### src/rtl/dac_pkg.sv
package dac_pkg;
  localparam int unsigned ID_W   = 6;
  localparam int unsigned ATTR_W = 3;

  localparam logic [ATTR_W-1:0] ATTR_NSEC = 3'b001;
  localparam logic [ATTR_W-1:0] ATTR_SEC  = 3'b010;
  localparam logic [ATTR_W-1:0] ATTR_ANY  = 3'b011;

  typedef struct packed {
    logic              valid;
    logic [ID_W-1:0]   ref_id;
    logic [ID_W-1:0]   mask;
    logic              or_mode;
    logic [ATTR_W-1:0] attr;
  } desc_t;
endpackage

### src/rtl/dac_desc_match.sv
module dac_desc_match
  import dac_pkg::*;
(
  input  desc_t           desc_i,
  input  logic [ID_W-1:0] id_i,
  input  logic            secure_i,
  output logic            grant_o
);
  logic and_hit, or_hit, id_hit, permit;

  always_comb begin
    and_hit = ((id_i ^ desc_i.ref_id) & ~desc_i.mask) == '0;
    or_hit  = (id_i | desc_i.mask) == desc_i.ref_id;
    id_hit  = desc_i.or_mode ? or_hit : and_hit;
    unique case (desc_i.attr)
      ATTR_NSEC: permit = !secure_i;
      ATTR_SEC:  permit = secure_i;
      ATTR_ANY:  permit = 1'b1;
      default:   permit = 1'b0; // reserved codes grant nothing
    endcase
    grant_o = desc_i.valid && id_hit && permit;
  end
endmodule

### config.mk
export PLATFORM = sky130hd
export DESIGN_NAME = dac_desc_match
export DESIGN_NICKNAME = d
export VERILOG_FILES = /design/src/rtl/dac_pkg.sv /design/src/rtl/dac_desc_match.sv
export SDC_FILE = /design/constraint.sdc
export NUM_CORES = 1
export LEC_CHECK = 0
export ABC_AREA = 1
export BUFFER_PORTS_ARGS = -buffer_cell sky130_fd_sc_hd__buf_2
export CORE_AREA = 2 2 39 41
export DETAILED_ROUTE_END_ITERATION = 12
export DIE_AREA = 0 0 41 43
export SYNTH_ARGS = -nofsm -noshare
export SYNTH_HDL_FRONTEND = slang
export SYNTH_SLANG_ARGS = --single-unit
### constraint.sdc
create_clock -name vclk -period 1.2
set_input_delay 0.12 -clock vclk [all_inputs]
set_output_delay 0.12 -clock vclk [all_outputs]
set_load 0.02 [all_outputs]
== After elaboration in Yosys (flattened, before gate mapping) ==
Index checks and enable logic that the tools add are counted.

* Flip-flop bits (word level): 0
* Output and inout bits: 1

* Equality and inequality tests: 4
* Mux-type cells: 2
* Bitwise gates (word level): 4
* Reduce and logical (&&, ||, !) cells: 4

{| class="wikitable"
|+ Operator list
! operator !! count
|-
| $and A6 B6 Y6 || 1
|-
| $eq A3 B2 Y1 const B || 2
|-
| $eq A6 B6 Y1 || 1
|-
| $logic_not A6 Y1 || 1
|-
| $not A6 Y6 || 1
|-
| $or A6 B6 Y6 || 1
|-
| $xor A6 B6 Y6 || 1
|-
| $eq A3 B1 Y1 const B || 1
|-
| $pmux W1 S3 || 1
|-
| $logic_and A1 B1 Y1 || 2
|-
| $logic_not A1 Y1 || 1
|-
| $mux W1 || 1
|}

== Logic depth before layout (Yosys ltp) ==
* Depth in word-level cells: 6
* Gate-level depth with buffers: 7
* Depth with buffers taken out: 7

== Least setup slack after synthesis ==
OpenSTA, ideal clock, no wires.

* Path type: input to output
* Start: input id_i[0]
* End: output grant_o
* Data arrival time: 0.730 ns
* Path slack: 0.350 ns
* Stages on the path: 5
* Cells stage by stage: o21ai_0 > nand2_1 > nor2_2 > nand3_1 > a21oi_2

* Word-level cells in the longest chain between the ends: 6
* Elaborated cells on any way between the ends: 8
* Those cells by class: eq/ne (1); mux (1); bitwise (3); reduce/logical (3)

{| class="wikitable"
|+ Ends and longest elaborated chain
! element !! RTL line !! source
|-
| start, declared || dac_desc_match.sv:5 || <nowiki>input logic [ID_W-1:0] id_i,</nowiki>
|-
| $xor A6 B6 Y6 || dac_desc_match.sv:12 || <nowiki>and_hit = ((id_i ^ desc_i.ref_id) & ~desc_i.mask) == '0;</nowiki>
|-
| $and A6 B6 Y6 || dac_desc_match.sv:12 ||
|-
| $logic_not A6 Y1 || dac_desc_match.sv:12 ||
|-
| $mux W1 * || dac_desc_match.sv:14 || <nowiki>id_hit = desc_i.or_mode ? or_hit : and_hit;</nowiki>
|-
| $logic_and A1 B1 Y1 * (2 in series) || dac_desc_match.sv:21 || <nowiki>grant_o = desc_i.valid && id_hit && permit;</nowiki>
|-
| end, declared || dac_desc_match.sv:7 || <nowiki>output logic grant_o</nowiki>
|}

Every way passes the cells marked *; elsewhere a longest branch is shown, timed or not.

== Final worst setup path ==
Same ends and word-level chain as after synthesis.

==> results_dict.tcl <==
set metrics [dict create \
    die-width_um 41 \
    post_synthesis_cell_count 61 \
    timing.max_cap.violations 0 \
    final_layout_size_suffix_gt1_frac 0.3372 \
    area_share_of_xor_xnor_cells_in_the_synthesized_design 0 \
    slew_violations 0 \
    post_drt_via_cell_ratio 4.157 \
    post_synth_fa_ha_maj_area_fraction 0 \
    worstSetupPathType "in -> out" \
    relSlewSlack 0.8815 \
    clock_power_share 0 \
    io_pins 25 \
    synth_top_cell_by_area "sky130_fd_sc_hd__nand2_1" \
    final_hold_viol_count 0 \
    final.period_utilization 0.8821 \
    min_delay_path_class "in -> out" \
    number_of_diodes_added_for_antenna_fixing 0 \
    setup_viol 0 \
    worst_ir_drop_vdd_mv 0.1027 \
    overflow 0 \
    initialDrtViolationCount 9 \
    synthSimpleGateAreaFrac 0.6103 \
    post_synth_mux_area_share 0 \
    grt_pass1_wl_um 1097 \
    total_switching_power_uw 58.70 \
    worstMarginPinSlew_ns 0.1767 \
    timing.setup.tns_ns 0 \
    maxClockFrequency_mhz 944.7 \
    seq_cell_count 0 \
    critical_path_peak_fanout 3 \
    core_area_um2 1384 \
    powerDensity_nw_per_um2 276.4 \
    yosysWarningCount 0 \
    place_hpwl_um 644.9 \
    synthesis.nets 85 \
    fp.dieArea_um2 1763 \
    startpoint_type "primary input" \
    netlist-cell-type-count 12 \
    routabilityCongestion 0.7079 \
    synth-seq-area-share 0 \
    layout.nets 112 \
    power.share.sequential 0 \
    fillers 165 \
    port_buffers 25 \
    leakage_uw 0.0002674 \
    final_critical_path_setup_slack_ns 0.1415 \
    drt.antenna.violating_nets 0 \
    routed_via_count 424 \
    postLayoutCoreUtil 0.2975 \
    wirelength_um 689 \
    grt_util_all_layers 0.08092 \
    cts_repair_resize_count 0 \
    syn_area_per_cell_um2 4.369 \
    drc 0 \
    final_routed_wire_length_divided_by_cell_count_um 6.755 \
    placement.setup.worst_slack_ns 0.1481 \
    synth_top_cell_area_share 0.2394 \
    synth.area.top_cells "sky130_fd_sc_hd__nand2_1, sky130_fd_sc_hd__inv_1, sky130_fd_sc_hd__nand3_1" \
    first_global_vias 341 \
    finalCriticalPeriod_ns 1.058 \
    netSwitchingFraction 0.5159 \
    detailedRoute.firstPassIterationCount 4 \
    antenna_found_initial 0 \
    post_synth_instance_area_um2 266.5 \
    hold_buffers 0 \
    rsz0062_at_grt "no" \
    clock_buffers 0 \
    synth_compound_gate_area_share 0.1925 \
    initial_core_util 0.1926 \
    required_ns 1.08 \
    cell_internal_pwr_uw 55.09 \
    die_h_um 43 \
    post_cts_buffers 0 \
    power.combinational.fraction 1.000 \
    end_kind "primary output" \
    status "complete, no violations" \
    synthToLayoutAreaGrowth_pct 54.46 \
    multi_input_comb_area_um2 214.0 \
    site_rows 14 \
    largest_family_of_logic_cells_by_synthesized_area "simple AND/OR/NAND/NOR gates" \
    critical_path_arrival_ns 0.94 \
    maximum_number_of_pins_on_one_net_before_global_route_repair 4 \
    regArea_um2 0 \
]
==> power groups by stage <==
stage                     logic, uW  registers (uW)  clock network [uW]
after detailed placement        115               0                   0
after CTS                       115               0                   0
after floorplan                57.0               0                   0
after global placement          112               0                   0
after global routing            133               0                   0
final                           114               0                   0
==> worst paths after layout <==
path	startpoint	to	slack (ns)	cells past startpoint
max	id_i[0]	grant_o	0.14	7
min	desc_i[16]	grant_o	0.60	4
==> critical path, cell delays in order <==
cell and delay (ns):
sky130_fd_sc_hd__buf_2 0.11, sky130_fd_sc_hd__o21ai_0 0.17, sky130_fd_sc_hd__nand2_1 0.09, sky130_fd_sc_hd__nor2_2 0.08
sky130_fd_sc_hd__nand3_1 0.08, sky130_fd_sc_hd__a21oi_2 0.13, sky130_fd_sc_hd__buf_2 0.17
==> cell usage in the layout, fill, tap and decap left out, drive strengths merged <==
cell,n
buf,25
nand3b,1
a211oi,1
inv,14
o21ai,7
nor2,10
a21oi,1
nand2,18
nand3,9
==> area by class of cell <==
| type | count | share of cell area |
|---|---|---|
| Timing Repair Buffer | 25 | 0.3040 |
| Multi-Input combinational cell | 47 | 0.5198 |
| Tap cell | 16 | 0.04863 |
| Inverter | 14 | 0.1277 |
==> metal layers <==
layer	wire [um]	track usage	part of all wire	vias to the layer above
met3	68	0	0.099	0
met1	314	0.09494	0.46	168
met4	0	0	0	0
met5	0	0	0	-
met2	307	0.1594	0.45	16
li1	-	-	-	240
==> logic make-up (layout without fill, tap and decap cells) <==
| family | Yosys count | after routing |
|---|---|---|
| compound gates | 9 | 9 |
| buf+inv | 14 | 39 |
| simple gates | 38 | 38 |
==> through the flow <==
stage	cell area, um2	cells	hold slack, ns	total power [uW]
global route	411.6	102	0.6378	133.4
finish	411.6	102	0.5993	113.8
floorplan	266.5	61	0.3759	56.98
detailed placement	411.6	102	0.6034	115.0
CTS	411.6	102	0.6038	115.5
global placement	411.6	102	0.6007	112.3
==> synthesized netlist by cell type <==
master and instances:
sky130_fd_sc_hd__a211oi_1 1, sky130_fd_sc_hd__a21oi_2 1, sky130_fd_sc_hd__inv_1 13, sky130_fd_sc_hd__inv_2 1, sky130_fd_sc_hd__nand2_1 17, sky130_fd_sc_hd__nand2_2 1, sky130_fd_sc_hd__nand3_1 9, sky130_fd_sc_hd__nand3b_1 1
sky130_fd_sc_hd__nor2_1 9, sky130_fd_sc_hd__nor2_2 1, sky130_fd_sc_hd__o21ai_0 2, sky130_fd_sc_hd__o21ai_1 5
(Power assumes the default switching activity.)
